<file path="src/rtl/mbx_pkg.sv">
package mbx_pkg;

   localparam int WORD_W   = 64;
   localparam int DB_RESET = 0;
   localparam int DB_ACK   = 1;
   localparam int DB_RESP  = 2;
   localparam int DB_PASS  = 3;
   localparam int DB_TIMER = 4;
   localparam int DB_KNOWN = 5;

   typedef enum logic [1:0] {
      CPL_DONE = 2'd0,
      CPL_ERR  = 2'd1,
      CPL_TMO  = 2'd2
   } cpl_code_e;

   typedef enum logic [1:0] {
      MB_IDLE  = 2'd0,
      MB_SENT  = 2'd1,
      MB_WRESP = 2'd2
   } mb_state_e;

   typedef enum logic [2:0] {
      EV_NONE, EV_RESET, EV_ACK, EV_RESP, EV_PASS, EV_TIMER, EV_UNKNOWN
   } db_ev_e;

   typedef struct packed {
      logic [7:0]        cls;
      logic [7:0]        sub;
      logic [15:0]       flags;
      logic [15:0]       seq;
      logic [WORD_W-1:0] d1;
      logic [WORD_W-1:0] d2;
      logic [WORD_W-1:0] d3;
   } cmd_ent_t;

endpackage

</file>
<file path="src/rtl/mbx_cmd_fifo.sv">
module mbx_cmd_fifo #(
   parameter int DEPTH = 4,
   parameter int W     = 8
) (
   input  logic         clk,
   input  logic         rst_n,
   input  logic         push,
   input  logic [W-1:0] din,
   input  logic         pop,
   output logic [W-1:0] dout,
   output logic         full,
   output logic         empty
);
   localparam int PW = (DEPTH > 1) ? $clog2(DEPTH) : 1;
   localparam int CW = $clog2(DEPTH + 1);

   generate
      if (DEPTH < 2) begin : g_bad_depth
         $error("mbx_cmd_fifo: DEPTH must be at least 2");
      end
   endgenerate

   logic [W-1:0]  mem [DEPTH];
   logic [PW-1:0] rd_ptr, wr_ptr;
   logic [CW-1:0] count;

   function automatic logic [PW-1:0] bump(input logic [PW-1:0] p);
      return (p == PW'(DEPTH - 1)) ? '0 : p + 1'b1;
   endfunction

   assign dout  = mem[rd_ptr];
   assign full  = (count == CW'(DEPTH));
   assign empty = (count == '0);

   always_ff @(posedge clk) begin
      if (push) mem[wr_ptr] <= din;
   end

   always_ff @(posedge clk or negedge rst_n) begin
      if (!rst_n) begin
         rd_ptr <= '0;
         wr_ptr <= '0;
         count  <= '0;
      end else begin
         if (push) wr_ptr <= bump(wr_ptr);
         if (pop)  rd_ptr <= bump(rd_ptr);
         count <= count + CW'(push) - CW'(pop);
      end
   end

   a_r14_no_overflow: assert property (@(posedge clk) disable iff (!rst_n)
      push |-> !full);
   a_r4_no_underflow: assert property (@(posedge clk) disable iff (!rst_n)
      pop |-> !empty);

endmodule

</file>
<file path="src/rtl/mbx_seq_gen.sv">
module mbx_seq_gen #(
   parameter int SEQ_W = 16
) (
   input  logic             clk,
   input  logic             rst_n,
   input  logic             advance,
   output logic [SEQ_W-1:0] seq
);
   localparam logic [SEQ_W-1:0] WRAP_AT = '1;
   localparam logic [SEQ_W-1:0] FIRST   = SEQ_W'(1);

   generate
      if (SEQ_W < 2 || SEQ_W > 16) begin : g_bad_seq
         $error("mbx_seq_gen: SEQ_W must lie in 2..16");
      end
   endgenerate

   logic [SEQ_W-1:0] nxt;
   assign nxt = seq + 1'b1;

   always_ff @(posedge clk or negedge rst_n) begin
      if (!rst_n)       seq <= FIRST;
      else if (advance) seq <= (nxt == WRAP_AT) ? FIRST : nxt;
   end

   a_r3_seq_range: assert property (@(posedge clk) disable iff (!rst_n)
      (seq != '0) && (seq != WRAP_AT));
   a_r3_seq_step: assert property (@(posedge clk) disable iff (!rst_n)
      advance |=> (seq == $past(seq) + 1'b1) || (seq == FIRST));

endmodule

</file>
<file path="src/rtl/mbx_db_pick.sv">
module mbx_db_pick
   import mbx_pkg::*;
#(
   parameter int DB_W = 64
) (
   input  logic [DB_W-1:0] bits,
   output db_ev_e          ev,
   output logic [DB_W-1:0] and_val
);
   localparam logic [DB_W-1:0] KEEP_KNOWN = DB_W'({DB_KNOWN{1'b1}});

   generate
      if (DB_W <= DB_KNOWN) begin : g_bad_db
         $error("mbx_db_pick: DB_W must exceed the number of known causes");
      end
   endgenerate

   function automatic logic [DB_W-1:0] drop(input int idx);
      return ~(DB_W'(1) << idx);
   endfunction

   always_comb begin
      ev      = EV_NONE;
      and_val = '1;
      if (bits[DB_RESET]) begin
         ev      = EV_RESET;
         and_val = '0;
      end else if (bits[DB_ACK]) begin
         ev      = EV_ACK;
         and_val = drop(DB_ACK);
      end else if (bits[DB_RESP]) begin
         ev      = EV_RESP;
         and_val = drop(DB_RESP);
      end else if (bits[DB_PASS]) begin
         ev      = EV_PASS;
         and_val = drop(DB_PASS);
      end else if (bits[DB_TIMER]) begin
         ev      = EV_TIMER;
         and_val = drop(DB_TIMER);
      end else if (|bits) begin
         ev      = EV_UNKNOWN;
         and_val = KEEP_KNOWN;
      end
   end

endmodule

</file>
<file path="src/rtl/mbx_cmd_seq.sv">
module mbx_cmd_seq
   import mbx_pkg::*;
#(
   parameter int          DEPTH        = 4,
   parameter int          SEQ_W        = 16,
   parameter int          TMO_W        = 24,
   parameter int          DB_W         = 64,
   parameter int          ACK_BIT      = 8,
   parameter int          RESP_BIT     = 9,
   parameter int          MAX_FAILS    = 3,
   parameter logic [15:0] STAT_GEN_ERR = 16'h00FE,
   parameter logic [15:0] STAT_SEQ_ERR = 16'h00F1
) (
   input  logic             clk,
   input  logic             rst_n,
   input  logic             req_valid,
   output logic             req_ready,
   input  logic [7:0]       req_class,
   input  logic [7:0]       req_sub,
   input  logic [15:0]      req_flags,
   input  logic [63:0]      req_d1,
   input  logic [63:0]      req_d2,
   input  logic [63:0]      req_d3,
   output logic             cmd_we,
   output logic [63:0]      cmd_w0,
   output logic [63:0]      cmd_w1,
   output logic [63:0]      cmd_w2,
   output logic [63:0]      cmd_w3,
   input  logic             cmd_err,
   output logic             eng_ring,
   input  logic [DB_W-1:0]  host_db,
   output logic             db_and_we,
   output logic [DB_W-1:0]  db_and_val,
   input  logic [63:0]      rsp_hdr,
   input  logic [TMO_W-1:0] tmo_limit,
   output logic             cpl_valid,
   output logic [1:0]       cpl_code,
   output logic [15:0]      cpl_status,
   output logic [15:0]      cpl_seq,
   output logic             pass_pulse,
   output logic             timer_pulse
);
   localparam int ENT_W  = $bits(cmd_ent_t);
   localparam int FAIL_W = $clog2(MAX_FAILS + 1);
   localparam logic [15:0] ACK_MASK = 16'(1) << ACK_BIT;

   generate
      if (ACK_BIT == RESP_BIT || ACK_BIT > 15 || RESP_BIT > 15) begin : g_bad_flags
         $error("mbx_cmd_seq: flag bit positions invalid");
      end
      if (MAX_FAILS < 1) begin : g_bad_fails
         $error("mbx_cmd_seq: MAX_FAILS must be at least 1");
      end
      if (TMO_W < 2) begin : g_bad_tmo
         $error("mbx_cmd_seq: TMO_W must be at least 2");
      end
   endgenerate

   // request queue; the head entry is the in-flight command
   cmd_ent_t         head, in_ent;
   logic [ENT_W-1:0] fifo_dout;
   logic             fifo_full, fifo_empty, push, pop;
   logic [SEQ_W-1:0] seq_now;

   assign req_ready = !fifo_full;
   assign push      = req_valid && !fifo_full;

   mbx_seq_gen #(.SEQ_W(SEQ_W)) u_seq (
      .clk(clk), .rst_n(rst_n), .advance(push), .seq(seq_now)
   );

   always_comb begin
      in_ent.cls   = req_class;
      in_ent.sub   = req_sub;
      in_ent.flags = req_flags;
      in_ent.seq   = 16'(seq_now);
      in_ent.d1    = req_d1;
      in_ent.d2    = req_d2;
      in_ent.d3    = req_d3;
   end

   mbx_cmd_fifo #(.DEPTH(DEPTH), .W(ENT_W)) u_fifo (
      .clk(clk), .rst_n(rst_n), .push(push), .din(ENT_W'(in_ent)),
      .pop(pop), .dout(fifo_dout), .full(fifo_full), .empty(fifo_empty)
   );
   assign head = cmd_ent_t'(fifo_dout);

   // doorbell cause picker
   db_ev_e          ev;
   logic [DB_W-1:0] pick_val;

   mbx_db_pick #(.DB_W(DB_W)) u_pick (
      .bits(host_db), .ev(ev), .and_val(pick_val)
   );

   // mailbox control state
   mb_state_e         mb_state;
   logic [TMO_W-1:0]  tmo_cnt;
   logic [FAIL_W-1:0] fail_cnt;
   logic              stopped;

   logic busy, svc, tmo_hit, do_tmo, send_now, needs_rsp, seq_ok;
   logic fin_ack, fin_rsp, fin_err, go_wresp, last_fail;
   cpl_code_e   code_n;
   logic [15:0] stat_n;

   assign busy      = (mb_state != MB_IDLE);
   assign svc       = |host_db;
   assign tmo_hit   = busy && (tmo_cnt >= tmo_limit);
   assign do_tmo    = !svc && tmo_hit;
   assign send_now  = !svc && !busy && !fifo_empty && !stopped;
   assign needs_rsp = head.flags[RESP_BIT];
   assign seq_ok    = (rsp_hdr[31:16] == head.seq);
   assign last_fail = (fail_cnt == FAIL_W'(MAX_FAILS - 1));

   assign fin_ack  = svc && (ev == EV_ACK) && (mb_state == MB_SENT) && !needs_rsp;
   assign go_wresp = svc && (ev == EV_ACK) && (mb_state == MB_SENT) && needs_rsp;
   assign fin_rsp  = svc && (ev == EV_RESP) && busy;
   assign fin_err  = send_now && cmd_err;
   assign pop      = fin_ack || fin_rsp || do_tmo || fin_err;

   assign db_and_we  = svc;
   assign db_and_val = pick_val;
   assign cmd_we     = send_now;
   assign eng_ring   = send_now && !cmd_err;
   assign cmd_w0     = {16'h0000, head.flags | ACK_MASK, head.seq, head.cls, head.sub};
   assign cmd_w1     = head.d1;
   assign cmd_w2     = head.d2;
   assign cmd_w3     = head.d3;

   always_comb begin
      code_n = CPL_ERR;
      stat_n = STAT_GEN_ERR;
      if (fin_rsp) begin
         code_n = CPL_DONE;
         stat_n = seq_ok ? rsp_hdr[63:48] : STAT_SEQ_ERR;
      end else if (fin_ack) begin
         code_n = CPL_DONE;
         stat_n = 16'h0000;
      end else if (do_tmo) begin
         code_n = CPL_TMO;
      end
   end

   always_ff @(posedge clk or negedge rst_n) begin
      if (!rst_n) begin
         mb_state    <= MB_IDLE;
         tmo_cnt     <= '0;
         fail_cnt    <= '0;
         stopped     <= 1'b0;
         cpl_valid   <= 1'b0;
         cpl_code    <= CPL_DONE;
         cpl_status  <= '0;
         cpl_seq     <= '0;
         pass_pulse  <= 1'b0;
         timer_pulse <= 1'b0;
      end else begin
         cpl_valid   <= pop;
         pass_pulse  <= svc && (ev == EV_PASS);
         timer_pulse <= svc && (ev == EV_TIMER);
         if (pop) begin
            cpl_code   <= code_n;
            cpl_status <= stat_n;
            cpl_seq    <= head.seq;
         end

         if ((svc && ev == EV_RESET) || pop) mb_state <= MB_IDLE;
         else if (go_wresp)                  mb_state <= MB_WRESP;
         else if (send_now)                  mb_state <= MB_SENT;

         if (send_now)                    tmo_cnt <= '0;
         else if (busy && tmo_cnt != '1)  tmo_cnt <= tmo_cnt + 1'b1;

         if (svc)                        stopped <= 1'b0;
         else if (fin_err && last_fail)  stopped <= 1'b1;

         if (send_now) begin
            if (!cmd_err)       fail_cnt <= '0;
            else if (last_fail) fail_cnt <= '0;
            else                fail_cnt <= fail_cnt + 1'b1;
         end
      end
   end

   a_r2_ack_flag: assert property (@(posedge clk) disable iff (!rst_n)
      cmd_we |-> cmd_w0[32 + ACK_BIT]);
   a_r3_seq_nonzero: assert property (@(posedge clk) disable iff (!rst_n)
      cmd_we |-> (cmd_w0[31:16] != 16'h0000));
   a_r4_single_ring: assert property (@(posedge clk) disable iff (!rst_n)
      eng_ring |=> !cmd_we);
   a_r7_one_cause: assert property (@(posedge clk) disable iff (!rst_n)
      (db_and_we && !host_db[DB_RESET]) |-> ($countones(~db_and_val[DB_KNOWN-1:0]) <= 1));
   a_r8_reset_clears_all: assert property (@(posedge clk) disable iff (!rst_n)
      (db_and_we && host_db[DB_RESET]) |-> (db_and_val == '0));
   a_r9_exclusive_events: assert property (@(posedge clk) disable iff (!rst_n)
      $onehot0({cpl_valid, pass_pulse, timer_pulse}));
   a_r11_no_early_timeout: assert property (@(posedge clk) disable iff (!rst_n)
      (cpl_valid && cpl_code == CPL_TMO) |-> ($past(tmo_cnt) >= $past(tmo_limit)));
   a_r12_no_ring_on_error: assert property (@(posedge clk) disable iff (!rst_n)
      cmd_err |-> !eng_ring);

endmodule

</file>
<file path="config.mk">
export PLATFORM = sky130hd
export DESIGN_NAME = mbx_cmd_seq
export DESIGN_NICKNAME = d
export VERILOG_FILES = /design/src/rtl/mbx_pkg.sv /design/src/rtl/mbx_cmd_fifo.sv /design/src/rtl/mbx_seq_gen.sv /design/src/rtl/mbx_db_pick.sv /design/src/rtl/mbx_cmd_seq.sv
export SDC_FILE = /design/constraint.sdc
export NUM_CORES = 1
export LEC_CHECK = 0
export ABC_AREA = 1
export BUFFER_PORTS_ARGS = -buffer_cell sky130_fd_sc_hd__buf_4
export CAP_MARGIN = 30
export CORE_AREA = 8 8 316 318
export CTS_CLUSTER_DIAMETER = 150
export CTS_CLUSTER_SIZE = 16
export DETAILED_ROUTE_END_ITERATION = 12
export DIE_AREA = 0 0 324 326
export GPL_ROUTABILITY_DRIVEN = 0
export PLACE_DENSITY = 0.71
export SETUP_SLACK_MARGIN = 0.4
export SYNTH_ARGS = -nofsm -noshare
export SYNTH_HDL_FRONTEND = slang
export SYNTH_HIERARCHICAL = 1
export SYNTH_SLANG_ARGS = --single-unit
</file>
<file path="constraint.sdc">
create_clock -name clk -period 8.2 [get_ports clk]
set_input_delay 0.82 -clock clk [delete_from_list [all_inputs] [get_ports clk]]
set_output_delay 0.82 -clock clk [all_outputs]
set_load 0.01 [all_outputs]
</file>
After elaboration in Yosys (flattened, before gate mapping)
Memory sizes are Yosys's and may differ from the RTL's.
Index checks and enable logic that the tools add are counted.
W data, S select, Z words.
Cells by class
  $add $sub $neg: 7
  order comparisons: 1
  equality and inequality tests: 13
  muxes and demuxes: 32
  reductions and logical operators: 36
Operators by type and width (count)
  $mux W64: 6
  $reduce_or A64 Y1: 1
  $mux W16: 3
  $mux W24: 2
  $add A24 B1 Y24 const B: 1
  $ge A24 B24 Y1: 1
  $ne A24 B24 Y1 const B: 1
  $mux W2: 10
  $logic_and A1 B1 Y1: 19
  $mux W3: 6
  $add A16 B1 Y16 const B: 1
  $eq A16 B16 Y1: 1
  $eq A16 B16 Y1 const B: 1
  $eq A3 B3 Y1 const B: 3
  $mux W8: 1
  $logic_not A1 Y1: 7
  $add A2 B1 Y2 const B: 3
  $eq A2 B2 Y1 const B: 3
  $eq A3 B2 Y1 const B: 2
  $reduce_bool A2 Y1: 3
  $logic_or A1 B1 Y1: 4
  $mux W1: 4
  $add A3 B1 Y3: 1
  $eq A3 B1 Y1 const B: 1
  4 further kinds: 4
Storage, ports and cells
  flip-flop bits (word level): 89
  bits in writable memories: 960
  input bits: 380
  output and inout port bits: 361
  logic and storage cells: 104
  memories kept: 1
Memory list
  u_fifo.mem: words 4, width 240, read ports 1, clocked after Yosys merged registers in 0, write ports 1, line mbx_cmd_fifo.sv:23  | logic [W-1:0] mem [DEPTH];

Logic depth before layout (Yosys ltp)
  depth after elaboration: 16
  gate-level depth with buffers: 21
  gate-level depth less buffers: 20

Modules after synthesis
Netlist, hierarchy kept.
By module, submodules not included
  mbx_cmd_fifo: instances 1, cells each 3811, area an instance 40561.4 um^2, sequential area each 29002.8 um^2
  mbx_cmd_seq: instances 1, cells each 638, area an instance 4600.7 um^2, sequential area each 1651.6 um^2
  mbx_seq_gen: instances 1, cells each 181, area an instance 1151.1 um^2, sequential area each 401.6 um^2
  mbx_db_pick: instances 1, cells each 138, area an instance 759.5 um^2, sequential area each 0.0 um^2

Worst setup path before layout
OpenSTA, ideal clock, no wires.
  path type: input to register
  start: in req_valid
  end: mem u_fifo/mem[0][0] (netlist bit) (enable)
  library setup time: 0.591 ns
  data arrival time: 5.969 ns
  required time: 7.609 ns
  slack: 1.640 ns
  stages on the path: 4
  path buffers: 0
  cells stage by stage: inv_1 > nor2_1 > nand2_1 > inv_1
On the way
  cells in the longest elaborated chain, start to end: 3
Ends and longest elaborated chain
  start, declared: line mbx_cmd_seq.sv:16  | input logic req_valid,
  $logic_and A1 B1 Y1: line mbx_cmd_seq.sv:66  | assign push = req_valid && !fifo_full;
  net push: line mbx_cmd_seq.sv:62  | logic fifo_full, fifo_empty, push, pop;
  $mux W1: line mbx_cmd_fifo.sv:36  | if (push) mem[wr_ptr] <= din;
  $mux W1 (not written as such): line mbx_cmd_fifo.sv:36
  end, declared: line mbx_cmd_fifo.sv:23
The timed path passes the listed nets, and every way through them passes these cells.

Final worst setup path
  start: reg u_fifo.rd_ptr[0]
  end: out cmd_w3[59]
On the way
  cells in the longest elaborated chain, start to end: 1
Ends and longest elaborated chain
  start, declared: line mbx_cmd_fifo.sv:24  | logic [PW-1:0] rd_ptr, wr_ptr;
  start signal, assigned: line mbx_cmd_fifo.sv:46  | if (pop) rd_ptr <= bump(rd_ptr);
  $mem_v2 Z4 W240
  end, declared: line mbx_cmd_seq.sv:28  | output logic [63:0] cmd_w3,
No other way between the ends.

==> summary.txt <==
Run status
  • Run status: finished, final reports clean

STA
  • RSZ-0062 raised after global routing: no
  • Setup-violating endpoint count in the final report: 0
  • Crit path time final: 5.07 ns
  • Least-Margin Pin Slew: 1.25 ns
  • Fmax: 197 MHz
  • Worst relative slew slack: 0.166
  • Max-slew violation count: 0
  • Final TNS setup: 0 ns
  • Worst clock skew: 0.0262 ns
  • Hold Vio Cnt, Final: 0
  • Final clock period utilization by the worst path: 0.618

Placement
  • Port-buffer cells: 690
  • DPL Wire Length: 74.4 mm

CTS
  • Clk Latency, worst-skew pair: 0.66 ns
  • Root buffer cell: sky130_fd_sc_hd__clkbuf_16
  • TritonCTS clock tree: yes
  • CTS Hold Buffers Added: 0
  • Number of buffers created by CTS: 75
  • H-tree Lvls: 3
  • Total of cells resized after clock tree synthesis: 0
  • Number of buffers inserted by post-CTS setup repair: 0
  • Clock sinks: 1045
  • Maximum number of buffers from clock root to sink: 3
  • Reg clk slew, reported paths: 0.08 ns

Global route
  • Global routing's busiest layer: met2
  • Via count of the first global-routing pass: 31000
  • Number of antenna violations at the first check in global routing: 29
  • Global routing met2 resource utilization: 0.382
  • M3 GR Usage: 0.0607
  • Met1 demand-to-capacity share in global routing: 0.240
  • Largest net degree at the start of global routing: 215
  • Total global routing track utilization: 0.216
  • Overflow left after global routing: 0
  • Global-route wire length before repair: 176 mm

Power
  • Max VDD drop: 0.217 mV
  • LEAKAGE: 25.7 nW
  • Power density of the placed cells: 277 mW/mm^2

Die
  • Number of primary I/O pins: 741
  • Starting density of the core: 0.497
  • Floorplan die area: 0.106 sq mm
  • Row count: 113
  • Placeable core region: 0.0944 sq mm
  • Die width: 324 um
  • Height of the die: 326 um

Critical path
  • Longest individual stage delay on the worst path: 0.80 ns
  • Worst-path fanout max: 208
  • Path type of the worst setup path: reg2out
  • Critical path capture point type: output pin
  • Startpoint class of the critical path: register
  • CP cell instances: inv_8 > buf_4 > buf_16 > buf_12 > nand2_1 > nand3_1 > nand2_1 > buf_4
  • Slowest-stage cell, CP: sky130_fd_sc_hd__dfrtp_4
  • Data required time of the worst path: 7.38 ns
  • Arrival @ worst endpoint: 4.25 ns

Detailed routing
  • DRT Pass-1 Iters: 7
  • Count of routing violations after the opening detailed-route iteration: 2310
  • Average wire length per cell after detail routing: 17.9 um
  • Detailed-route vias per instance: 4.87
  • Final wirelength: 118 mm
  • Post-detailed-route count of antenna-violating nets: 0
  • Via total after detailed routing: 32200
  • Total DRC errors in the routed layout: 0

Logic synthesis
  • Synthesized netlist cell count: 4753
  • Syn. warnings: 6
  • Average cell area after synthesis: 9.87 sq um
  • Area of the mapped netlist: 0.0469 sq mm

Finish
  • Count of fill cells added during filler insertion: 7784
  • Share of the core filled with cells: 0.580
  • Area growth from synthesis to layout: 16.8%
  • Share of layout cells above drive strength 1: 0.157
  • Number of nets in the finished design: 5717

Run
  • Count of max-cap constraint violations: 0

Hold path
  • Worst min path class: in2async
-- worst paths after layout --
check                           depth (start not counted)  slack, ns                           end                    startpoint
worst min register to register                          1       0.49       fail_cnt[0]$_DFFE_PN0N_       fail_cnt[0]$_DFFE_PN0N_
worst max-delay path                                    8       3.13                    cmd_w3[59]  u_fifo/rd_ptr[0]$_DFFE_PN0P_
worst min-delay path                                    1       0.14       tmo_cnt[18]$_DFFE_PN0P_                         rst_n
max in group asynchronous                               2       6.92      u_seq/seq[5]$_DFFE_PN0P_                         rst_n
worst max register to register                         15       3.23     u_fifo/count[2]$_DFF_PN0_  u_fifo/rd_ptr[0]$_DFFE_PN0P_
min in group clk                                        1       0.35  u_fifo/mem[1][210]$_DFFE_PP_                  req_flags[2]
-- worst max-delay path, delay by kind of cell, from the launching register on --
family / cells / cell delay, ns
buffers and inverters: 5 / 1.81
DFF: 1 / 0.80
and+or+nand+nor: 3 / 0.36
-- per-layer routing --
| metal | vias to the layer above | part of all wire |
|---|---|---|
| met4 | 10 | 0.034 |
| li1 | 15800 | - |
| met1 | 15100 | 0.37 |
| met3 | 194 | 0.088 |
| met2 | 1048 | 0.51 |
| met5 | - | 0.00060 |
-- layout by cell type (no fill, tap or decap), types with 22 or more instances in the layout --
| master | count |
|---|---|
| sky130_fd_sc_hd__nand2_1 | 1492 |
| sky130_fd_sc_hd__inv_1 | 1051 |
| sky130_fd_sc_hd__edfxtp_1 | 956 |
| sky130_fd_sc_hd__buf_4 | 705 |
| sky130_fd_sc_hd__nand3_1 | 508 |
| sky130_fd_sc_hd__nor2_1 | 154 |
| sky130_fd_sc_hd__dfrtp_1 | 86 |
| sky130_fd_sc_hd__clkbuf_16 | 75 |
| sky130_fd_sc_hd__nand4_1 | 56 |
| sky130_fd_sc_hd__ha_1 | 34 |
| sky130_fd_sc_hd__diode_2 | 24 |
| sky130_fd_sc_hd__o21ai_0 | 22 |
-- flip-flops by register name, indices dropped and copies added, names as in the netlist --
name / count
cpl_code: 2
cpl_status: 16
u_fifo/wr_ptr: 2
stopped: 1
cpl_seq: 16
pass_pulse: 1
u_fifo/mem: 956
tmo_cnt: 24
mb_state: 2
timer_pulse: 1
u_fifo/count: 3
fail_cnt: 2
u_fifo/rd_ptr: 2
u_seq/seq: 16
cpl_valid: 1
-- area by class of cell --
class | count | area (sq um) | area share
timing repair buffer | 715 | 5520 | 0.101
inverter | 1062 | 4030 | 0.0736
multi-input combinational | 2403 | 10600 | 0.193
sequential | 1045 | 30900 | 0.565
clock buffer | 94 | 1950 | 0.0356
antenna | 24 | 60.1 | 0.00110
clock inverter | 8 | 136 | 0.00249
tap | 1265 | 1580 | 0.0289
-- stage by stage --
step	total power [mW]	hold slack [ns]	cell area, sq um	setup slack, ns	cells
after global routing	16.0	0.160	54800	2.84	6615
after detailed placement	11.9	0.477	52600	3.10	6488
after CTS	15.3	0.125	54700	2.71	6590
final	15.2	0.137	54800	3.13	6616
after floorplan	10.1	0.447	47000	1.66	4768
after global placement	11.8	0.460	52600	3.16	6487
-- where the power goes --
part           leakage (nW)  internal (mW)  switching (mW)
clock                  1.00           1.68            1.74
combinational          14.8           1.54            2.96
sequential             9.90           6.95           0.323
total                  25.7           10.2            5.02
(Power assumes the default switching activity.)
